[src/rtl/cmp16_pkg.sv]
package cmp16_pkg;
  typedef enum logic {
    SEL_LO = 1'b0,
    SEL_HI = 1'b1
  } byte_sel_e;
endpackage

[src/rtl/cmp16_stage.sv]
module cmp16_stage #(
  parameter int BYTE_W = 8
) (
  input  logic              clk,
  input  logic              rst,
  input  logic              load,
  input  logic [BYTE_W-1:0] din,
  output logic [BYTE_W-1:0] q
);
  always_ff @(posedge clk) begin
    if (rst)       q <= '0;
    else if (load) q <= din;
  end
endmodule

[src/rtl/cmp16_regs.sv]
module cmp16_regs #(
  parameter int BYTE_W = 8,
  localparam int REG_W = 2 * BYTE_W
) (
  input  logic             clk,
  input  logic             rst,
  input  logic             commit,
  input  logic             dbuf,
  input  logic             upd,
  input  logic [REG_W-1:0] word,
  output logic [REG_W-1:0] bufr_q,
  output logic [REG_W-1:0] act_q
);
  always_ff @(posedge clk) begin
    if (rst)                 bufr_q <= '0;
    else if (commit && dbuf) bufr_q <= word;
  end

  always_ff @(posedge clk) begin
    if (rst)                  act_q <= '0;
    else if (commit && !dbuf) act_q <= word;
    else if (upd && dbuf)     act_q <= bufr_q;
  end
endmodule

[src/rtl/cmp16_rdmux.sv]
module cmp16_rdmux #(
  parameter int BYTE_W = 8,
  localparam int REG_W = 2 * BYTE_W
) (
  input  logic              clk,
  input  logic              rst,
  input  logic              rd,
  input  logic              sel_hi,
  input  logic              dbuf,
  input  logic [REG_W-1:0]  bufr_q,
  input  logic [REG_W-1:0]  act_q,
  output logic [BYTE_W-1:0] rd_q
);
  logic [REG_W-1:0]  src;
  logic [BYTE_W-1:0] pick;

  always_comb begin
    src  = dbuf ? bufr_q : act_q;
    pick = sel_hi ? src[REG_W-1:BYTE_W] : src[BYTE_W-1:0];
  end

  always_ff @(posedge clk) begin
    if (rst)     rd_q <= '0;
    else if (rd) rd_q <= pick;
  end
endmodule

[src/rtl/cmp16_byte_port.sv]
module cmp16_byte_port #(
  parameter int BYTE_W = 8,
  localparam int REG_W = 2 * BYTE_W
) (
  input  logic              clk,
  input  logic              rst,
  input  logic              byte_sel,
  input  logic [BYTE_W-1:0] wr_data,
  input  logic              wr_en,
  input  logic              rd_en,
  input  logic              dbuf_en,
  input  logic              upd_stb,
  output logic [BYTE_W-1:0] rd_data,
  output logic [REG_W-1:0]  cmp_buf,
  output logic [REG_W-1:0]  cmp_act
);
  import cmp16_pkg::*;

  logic              stage_ld;
  logic              commit;
  logic [BYTE_W-1:0] staged;
  logic [REG_W-1:0]  word;

  always_comb begin
    stage_ld = wr_en && (byte_sel_e'(byte_sel) == SEL_HI);
    commit   = wr_en && (byte_sel_e'(byte_sel) == SEL_LO);
    word     = {staged, wr_data};
  end

  cmp16_stage #(.BYTE_W(BYTE_W)) u_stage (
    .clk(clk), .rst(rst), .load(stage_ld), .din(wr_data), .q(staged)
  );

  cmp16_regs #(.BYTE_W(BYTE_W)) u_regs (
    .clk(clk), .rst(rst), .commit(commit), .dbuf(dbuf_en), .upd(upd_stb),
    .word(word), .bufr_q(cmp_buf), .act_q(cmp_act)
  );

  cmp16_rdmux #(.BYTE_W(BYTE_W)) u_rd (
    .clk(clk), .rst(rst), .rd(rd_en), .sel_hi(byte_sel), .dbuf(dbuf_en),
    .bufr_q(cmp_buf), .act_q(cmp_act), .rd_q(rd_data)
  );
endmodule

[config.mk]
export PLATFORM = sky130hd
export DESIGN_NAME = cmp16_byte_port
export DESIGN_NICKNAME = d
export VERILOG_FILES = /design/src/rtl/cmp16_pkg.sv /design/src/rtl/cmp16_stage.sv /design/src/rtl/cmp16_regs.sv /design/src/rtl/cmp16_rdmux.sv /design/src/rtl/cmp16_byte_port.sv
export SDC_FILE = /design/constraint.sdc
export NUM_CORES = 1
export LEC_CHECK = 0
export ABC_CLOCK_PERIOD_IN_PS = 1400
export BUFFER_PORTS_ARGS = -buffer_cell sky130_fd_sc_hd__buf_2
export CELL_PAD_IN_SITES_DETAIL_PLACEMENT = 1
export CELL_PAD_IN_SITES_GLOBAL_PLACEMENT = 2
export CORE_ASPECT_RATIO = 0.5
export CORE_MARGIN = 2
export CORE_UTILIZATION = 31
export CTS_CLUSTER_SIZE = 20
export DETAILED_ROUTE_END_ITERATION = 8
export PLACE_DENSITY_LB_ADDON = 0.1
export SYNTH_ARGS = -nofsm -noshare
export SYNTH_HDL_FRONTEND = slang
export SYNTH_SLANG_ARGS = --single-unit
[constraint.sdc]
create_clock -name clk -period 1.4 [get_ports clk]
set_clock_uncertainty 0.05 [all_clocks]
set_input_delay 0.07 -clock clk [delete_from_list [all_inputs] [get_ports clk]]
set_output_delay 0.07 -clock clk [all_outputs]
set_load 0.02 [all_outputs]
==> metrics.yaml, run 1 <==
drc: 0
slew_headroom_pct: 69.4
drtIter0Drc: 108
ctsHoldBuffers: 6
diodes: 0
whs_ns: 0.00192
viasPerCell: 4.93
cts_setup_buffers: 0
netlist-cell-type-count: 24
cts_buffers: 5
grt_use_met3_pct: 5.57
layout_commonest_cell: "buf_2"
ys_top_cells_by_area: "dfxtp_1 (45%), mux4_2 (7.4%), nand2_1 (7.4%)"
clk_path_buf_depth: 2
yosysSeqAreaShare_pct: 45.3
die_h_um: 62.5
post_cts_resized: 0
pre_cts_ws_ns: 0.0741
htree_levels: 2
cp-start-kind: "flip-flop"
core_area_sq_um: 6650
fin_tns_setup_ns: 0
fin_crit_ns: 1.20
drt_wl_total_um: 6460
clkTransAtPathRegs_ns: 0.06
powerDensity_nw_per_um2: 1100
clock_sinks: 48
clkLatencyLatePin_ns: 0.29
fin_area_sq_um: 2790
cp_slowest_stage_delay_ns: 0.49
dr_total_vias: 1888
ant_nets: 0
crit_path_cell_trace: "mux4_2, mux2i_1, nor2_1"
hold_viol: 0
gr-total-overflow: 0
critPathArrivalTime_ns: 1.34
die_x_um: 121
grt_first_pass_wirelength_um: 10500
grt_max_degree: 25
max_freq_mhz: 830
yosysWarningCount: 0
final_cell_mix: "buf_2 (54), dfxtp_1 (48), nand2_1 (42), a21oi_1 (26), nand3_1 (20)"
fin_crit_sh_pct: 86.0
placedCellCount: 369
top_usage_layer: "met1"
antenna_found_initial: 0
syn_inst: 222
dr.pass1.iters: 4
hp-class: "input pin to flip-flop"
rsz0062_at_grt: "no"
grt_usage_pct: 18.4
irDropWorstVdd_uv: 423
netlist_area_sq_um: 2120
path_class: "flip-flop to flip-flop"
fin_cells: 383
cp_max_fo: 4
fin_nets: 305
gp_congestion: 0.806
maxCapViolCount: 0
placed_area_sq_um: 2590
dpl.hpwl_um: 4610
synth_top_area_share_pct: 45.3
slew_violations: 0
critPathCaptureType: "flip-flop"
worst_path_max_delay_cell: "mux4_2"
start_util_pct: 31.9
yosys.area.top_type: "dfxtp_1"
layout-drive-gt1-share_pct: 38.1
use_met2_pct: 24.9
fin_ws_ns: 0.196
tightest_slew_ns: 0.460
root_buffer: "clkbuf_16"
grt_pass1_vias: 1915
worst-path-buf-inv: 0
avgSynthCellArea_sq_um: 9.56
cts_tree: "yes"
synth_nets: 237
critPathRequiredTime_ns: 1.54
path_delay_family: "multiplexers"
row_count: 21
status: "complete, no violations"
power_leakage_nw: 1.15
syn2layout_area_growth_pct: 31.6
synth-seq-cells: 48
portBuffers: 54
die-area_sq_um: 7570
grt_use_met1_pct: 27.9
setup_viol: 0
ioPinCount: 55
wire_per_inst_um: 16.9
[registers in the layout, indices dropped and copies added, names as in the netlist]
register,flops
u_regs.act_q,16
u_regs.bufr_q,16
u_rd.rd_q,8
u_stage.q,8
[layout make-up]
type / instances / area, sq um
clock buffers: 8 / 146
fillers: 783 / 3850
multi-input cells: 155 / 1040
flip-flops and latches: 48 / 961
well taps: 92 / 115
repair buffers: 80 / 531
[metal layers]
| layer | vias up | routed length [um] |
|---|---|---|
| li1 | 921 | - |
| met1 | 919 | 3560 |
| met2 | 40 | 2530 |
| met3 | 8 | 296 |
| met4 | 0 | 77 |
| met5 | - | 0 |
[where the power goes]
| group | internal, mW | switching, mW |
|---|---|---|
| clock | 0.714 | 0.532 |
| sequential | 1.41 | 0.0341 |
| combinational | 0.158 | 0.223 |
[worst paths after layout]
check	endpoint	cells after the start	slack, ns	from
setup reg to reg	u_rd.rd_q[1]$_SDFFE_PP0P_	3	0.20	u_regs.bufr_q[9]$_SDFFE_PP0P_
hold / removal	u_regs.bufr_q[4]$_SDFFE_PP0P_	3	0.002	wr_data[4]
hold reg to reg	u_regs.bufr_q[11]$_SDFFE_PP0P_	2	0.42	u_stage.q[3]$_SDFFE_PP0P_
setup / recovery	u_rd.rd_q[1]$_SDFFE_PP0P_	3	0.20	u_regs.bufr_q[9]$_SDFFE_PP0P_
[tightest hold or removal path: cells and delay by family]
family                 cells  cell delay [ns]
AOI/OAI and AO/OA          1             0.05
buffers and inverters      1             0.12
and+or+nand+nor            1             0.06
[stage by stage]
step,power [mW],utilization (%)
2_1_floorplan,1.69,-
3_3_place_gp,1.83,38.9
3_5_place_dp,1.84,38.9
4_1_cts,3.10,42.0
5_1_grt,3.21,42.0
6_report,3.07,42.0
[cells by family (layout without fill, tap and decap cells)]
logic type / after synthesis / count (layout) / share of synthesized area, %
buffers and inverters: 19 / 88 / 5.72
AO/OA/AOI/OAI: 48 / 48 / 16.9
flip-flops: 48 / 48 / 45.3
multiplexers: 16 / 16 / 12.4
AND/OR/NAND/NOR: 91 / 91 / 19.7
[synth_stat cells]
cell and n:
a21oi_1 26, a21oi_2 10, a22oi_1 2, a22oi_2 10, and2_2 1, and3b_2 1, buf_2 7, buf_4 1
buf_6 3, buf_8 1, clkbuf_1 4, clkbuf_2 3, dfxtp_1 48, mux2i_1 8, mux4_1 1, mux4_2 7
nand2_1 42, nand3_1 20, nand3b_2 1, nor2_1 16, nor3_1 4, nor3b_4 1, nor4_1 4, or3b_1 1
No activity file was read; power rests on OpenSTA's default activity.
==> run 2, diff against run 1 <==
CORE_MARGIN = 5   (was 2)
==> metrics.yaml, run 2 (synthesis gave the netlist of run 1 again) <==
gp_congestion: 0.764  # -5.2%
dr_total_vias: 1854  # -1.8%
worstHoldPathCells: 3  # unchanged
slew_headroom_pct: 72.7  # +3.3 points
antenna_found_initial: 0  # unchanged
crit_path_cell_trace: "mux4_1, mux2i_1, nor2_1"
setup_viol: 0  # unchanged
grt_first_pass_wirelength_um: 10800  # +2.9%
core_area_sq_um: 6670  # +0.40%
start_util_pct: 31.8  # -0.13 points
dpl.hpwl_um: 4830  # +4.7%
cts_buffers: 5  # unchanged
cp_slowest_stage_delay_ns: 0.51  # +0.02 ns
portBuffers: 54  # unchanged
placedCellCount: 366  # -0.81%
critPathRequiredTime_ns: 1.52  # -0.02 ns
cp_max_fo: 4  # unchanged
wire_per_inst_um: 17.2  # +1.9%
tightest_slew_ns: 0.407  # -0.0523 ns
layout_commonest_cell: "buf_2"
largestRegisters: "u_regs.act_q (16), u_regs.bufr_q (16)"
clock_sinks: 48  # unchanged
ctsHoldBuffers: 0  # -6
r2r_cells: 3  # unchanged
rsz0062_at_grt: "no"
irDropWorstVdd_uv: 477  # +13%
hp-class: "input pin to flip-flop"
critPathArrivalTime_ns: 1.33  # about the same
dr.pass1.iters: 4  # unchanged
drtIter0Drc: 54  # -50%
syn2layout_area_growth_pct: 26.0
grt_usage_pct: 15.8  # -2.6 points
diodes: 0  # unchanged
power_leakage_nw: 1.10  # -4.4%
die_x_um: 127  # +5.0%
die-area_sq_um: 8700  # +15%
fin_tns_setup_ns: 0  # unchanged
fin_crit_sh_pct: 86.8  # +0.82 points
gr-total-overflow: 0  # unchanged
drt_wl_total_um: 6430  # -0.46%
fin_nets: 296  # -3.0%
n_fill_cell: 803  # +2.6%
ant_nets: 0  # unchanged
clkTransAtPathRegs_ns: 0.07  # about the same
powerDensity_nw_per_um2: 1120  # +2.2%
drc: 0  # unchanged
clkLatencyLatePin_ns: 0.28  # about the same
grt_pass1_vias: 2038  # +6.4%
post_cts_resized: 0  # unchanged
cp-start-kind: "flip-flop"
fin_crit_ns: 1.22  # +0.0115 ns
htree_levels: 2  # unchanged
whs_ns: 0.00411  # +0.00218 ns
totalPowerFinal_mw: 3.00  # -2.1%
path_class: "flip-flop to flip-flop"
die_h_um: 68.5  # +9.6%
root_buffer: "clkbuf_16"
viasPerCell: 4.96  # +0.56%
slew_violations: 0  # unchanged
critPathCaptureType: "flip-flop"
final_cell_mix: "buf_2 (54), dfxtp_1 (48), nand2_1 (42), a21oi_1 (26), nand3_1 (20)"
hold_viol: 0  # unchanged
fin_cells: 374  # -2.3%
cts_tree: "yes"
cts_setup_buffers: 0  # unchanged
layout-drive-gt1-share_pct: 39.0  # +0.86 points
max_freq_mhz: 823  # -0.94%
row_count: 21  # unchanged
clk_path_buf_depth: 2  # unchanged
grt_max_degree: 31  # +24%
ioPinCount: 55  # unchanged
worst_path_max_delay_cell: "mux4_1"
maxCapViolCount: 0  # unchanged
status: "complete, no violations"
==> run 2: worst max-delay path, delay by kind of cell (launching register included) <==
| kind | cells | cell delay (ns) |
|---|---|---|
| flops | 1 | 0.34 |
| mux | 2 | 0.66 |
| simple gates | 1 | 0.05 |
==> run 2: final timing paths <==
check	start	endpoint	slack (ns)
worst max-delay path	u_regs.bufr_q[7]$_SDFFE_PP0P_	u_rd.rd_q[7]$_SDFFE_PP0P_	0.18
worst max register to register	u_regs.bufr_q[7]$_SDFFE_PP0P_	u_rd.rd_q[7]$_SDFFE_PP0P_	0.18
worst min-delay path	wr_data[4]	u_regs.bufr_q[4]$_SDFFE_PP0P_	0.004
worst min register to register	u_stage.q[3]$_SDFFE_PP0P_	u_regs.bufr_q[11]$_SDFFE_PP0P_	0.42
==> run 2: power breakdown <==
part | switching (mW) | total [mW] | internal, mW | leakage (nW)
sequential | 0.0352 | 1.44 | 1.41 | 0.390
combinational | 0.216 | 0.351 | 0.135 | 0.637
clock | 0.505 | 1.21 | 0.705 | 0.0766
total | 0.756 | 3.00 | 2.25 | 1.10
==> run 2: per-layer routing <==
| layer | up-vias | track usage, % | share of wire [%] |
|---|---|---|---|
| li1 | 898 | - | - |
| met1 | 905 | 20.9 | 50 |
| met2 | 45 | 26.6 | 43 |
| met3 | 6 | 4.38 | 5.5 |
| met4 | 0 | 2.94 | 0.82 |
| met5 | - | 0 | 0 |
==> run 2: layout make-up <==
class	count	area (sq um)	share of cell area (%)
tap	92	115	4.30
clock buffer	6	139	5.19
multi-input combinational	155	1040	38.9
sequential	48	961	35.9
clock inverter	2	10.0	0.374
timing repair buffer	71	410	15.3
==> run 2: metrics by stage <==
step | setup WS (ns) | cell area (sq um) | utilization, %
floorplan | 0.170 | 2120 | -
global placement | 0.0691 | 2530 | 37.9
detailed placement | 0.0363 | 2530 | 37.9
CTS | 0.167 | 2680 | 40.1
global route | 0.107 | 2680 | 40.1
finish | 0.184 | 2680 | 40.1
==> run 3, diff against run 2 <==
==> constraint.sdc (replaced) <==
create_clock -name clk -period 1.4 [get_ports clk]
set_clock_uncertainty 0.05 [all_clocks]
set_input_delay 0.28 -clock clk [delete_from_list [all_inputs] [get_ports clk]]
set_output_delay 0.28 -clock clk [all_outputs]
set_load 0.02 [all_outputs]
==> metrics.yaml, run 3 (synthesis gave the netlist of run 1 again) <==
cts_setup_buffers: 0  # unchanged
worst_path_max_delay_cell: "dfxtp_1"
row_count: 21  # unchanged
whs_ns: 0.217  # +0.213 ns
fin_util_pct: 41.6  # +1.5 points
slew_headroom_pct: 76.5  # +3.8 points
critPathArrivalTime_ns: 0.90  # -0.43 ns
irDropWorstVdd_uv: 380  # -20%
start_util_pct: 31.8  # unchanged
grt_max_degree: 26  # -16%
die_x_um: 127  # unchanged
whs_endpoint: "u_regs.bufr_q[5]$_SDFFE_PP0P_"
hp-start: "wr_data[5]"
cts_tree: "yes"
max_freq_mhz: 810  # -1.6%
hp-class: "input pin to flip-flop"
rr_endpoint: "u_rd.rd_q[7]$_SDFFE_PP0P_"
worst-path-buf-inv: 1  # +1
largestRegisters: "u_regs.act_q (16), u_regs.bufr_q (16)"
clock_sinks: 48  # unchanged
tightest_slew_ns: 0.352  # -0.0547 ns
crit_path_cell_trace: "buf_2"
cp_slowest_stage_delay_ns: 0.42  # -0.09 ns
reg2reg_from: "u_regs.bufr_q[7]$_SDFFE_PP0P_"
fin_crit_ns: 1.23  # +0.0192 ns
antenna_found_initial: 0  # unchanged
post_cts_resized: 0  # unchanged
path_delay_family: "flip-flops"
die-area_sq_um: 8700  # unchanged
layout-drive-gt1-share_pct: 41.1  # +2.1 points
portBuffers: 54  # unchanged
drc: 0  # unchanged
wire_per_inst_um: 17.0  # -1.4%
slew_violations: 0  # unchanged
clkLatencyLatePin_ns: 0.29  # about the same
grt_pass1_vias: 2008  # -1.5%
die_h_um: 68.5  # unchanged
placed_area_sq_um: 2630  # +4.0%
ioPinCount: 55  # unchanged
final_cell_mix: "buf_2 (54), dfxtp_1 (48), nand2_1 (42), a21oi_1 (26), buf_4 (24)"
cp_max_fo: 4  # unchanged
layout_commonest_cell: "buf_2"
status: "complete, no violations"
viasPerCell: 4.98  # +0.39%
rsz0062_at_grt: "no"
powerDensity_nw_per_um2: 1100  # -2.0%
maxCapViolCount: 0  # unchanged
placedCellCount: 376  # +2.7%
htree_levels: 2  # unchanged
reg2reg_slack_ns: 0.19  # about the same
setup_viol: 0  # unchanged
gp_congestion: 0.726  # -5.0%
fin_crit_sh_pct: 88.2  # +1.4 points
dpl.hpwl_um: 4970  # +2.9%
root_buffer: "clkbuf_16"
clk_path_buf_depth: 2  # unchanged
cp-start-kind: "flip-flop"
diodes: 0  # unchanged
grt_first_pass_wirelength_um: 10700  # -0.64%
crit_start: "u_regs.bufr_q[8]$_SDFFE_PP0P_"
dr.pass1.iters: 4  # unchanged
critPathRequiredTime_ns: 1.07  # -0.45 ns
path_class: "flip-flop to primary output"
gr-total-overflow: 0  # unchanged
syn2layout_area_growth_pct: 30.8
drt_wl_total_um: 6520  # +1.3%
clkTransAtPathRegs_ns: 0.07  # about the same
cts_buffers: 5  # unchanged
core_area_sq_um: 6670  # unchanged
pre_cts_ws_ns: -0.131  # -0.167 ns
critPathCaptureType: "primary output"
ctsHoldBuffers: 0  # unchanged
drtIter0Drc: 67  # +24%
power_leakage_nw: 1.16  # +5.2%
fin_nets: 306  # +3.4%
grt_usage_pct: 15.9  # +0.098 points
fin_cells: 384  # +2.7%
ant_nets: 0  # unchanged
hold_viol: 0  # unchanged
fin_area_sq_um: 2780  # +3.7%
worstHoldPathCells: 3  # unchanged
fin_ws_ns: 0.165  # -0.0192 ns
dr_total_vias: 1911  # +3.1%
r2r_cells: 3  # unchanged
==> run 3: cell count changes in the layout (fill, tap and decap cells not counted), sizes merged <==
cell  delta
buf     +10
==> run 3: layout make-up <==
| class | count | area [sq um] |
|---|---|---|
| clock buffers | 6 | 139 |
| clock inverters | 2 | 10.0 |
| fillers | 810 | 3900 |
| multi-input cells | 155 | 1040 |
| flip-flops and latches | 48 | 961 |
| well taps | 92 | 115 |
| repair buffers | 81 | 510 |
==> run 3: how the worst max path moves through the flow <==
| stage | endpoint | cells past startpoint | slack [ns] |
|---|---|---|---|
| 2_1_floorplan | u_rd.rd_q[3]$_SDFFE_PP0P_ | 4 | 0.14 |
| 3_3_place_gp | u_rd.rd_q[7]$_SDFFE_PP0P_ | 4 | -0.12 |
| 3_5_place_dp | u_regs.act_q[6]$_SDFFE_PP0P_ | 6 | -0.13 |
| 4_1_cts | cmp_buf[8] | 1 | 0.16 |
| 5_1_grt | u_regs.act_q[15]$_SDFFE_PP0P_ | 6 | 0.03 |
| 6_report | cmp_buf[8] | 1 | 0.17 |
==> run 3: where the power goes <==
part           leakage [nW]  internal [mW]  total, mW  switching, mW
sequential            0.390           1.41       1.44         0.0343
clock                0.0766          0.705       1.23          0.527
combinational         0.694          0.157      0.380          0.223
total                  1.16           2.27       3.05          0.785
==> run 3: stage by stage <==
| step | setup TNS, ns | power [mW] |
|---|---|---|
| finish | 0 | 3.05 |
| global route | 0 | 3.18 |
| detailed placement | -2.65 | 1.86 |
| global placement | -2.01 | 1.85 |
| floorplan | 0 | 1.69 |
| CTS | 0 | 3.10 |
==> run 3: metal layers <==
metal  track usage, %  up-vias  part of all wire, %
met1             21.4      947                   50
li1                 -      920                    -
met3             4.54        5                  5.0
met4             3.88        0                 0.68
met2             25.7       39                   44
met5                0        -                    0
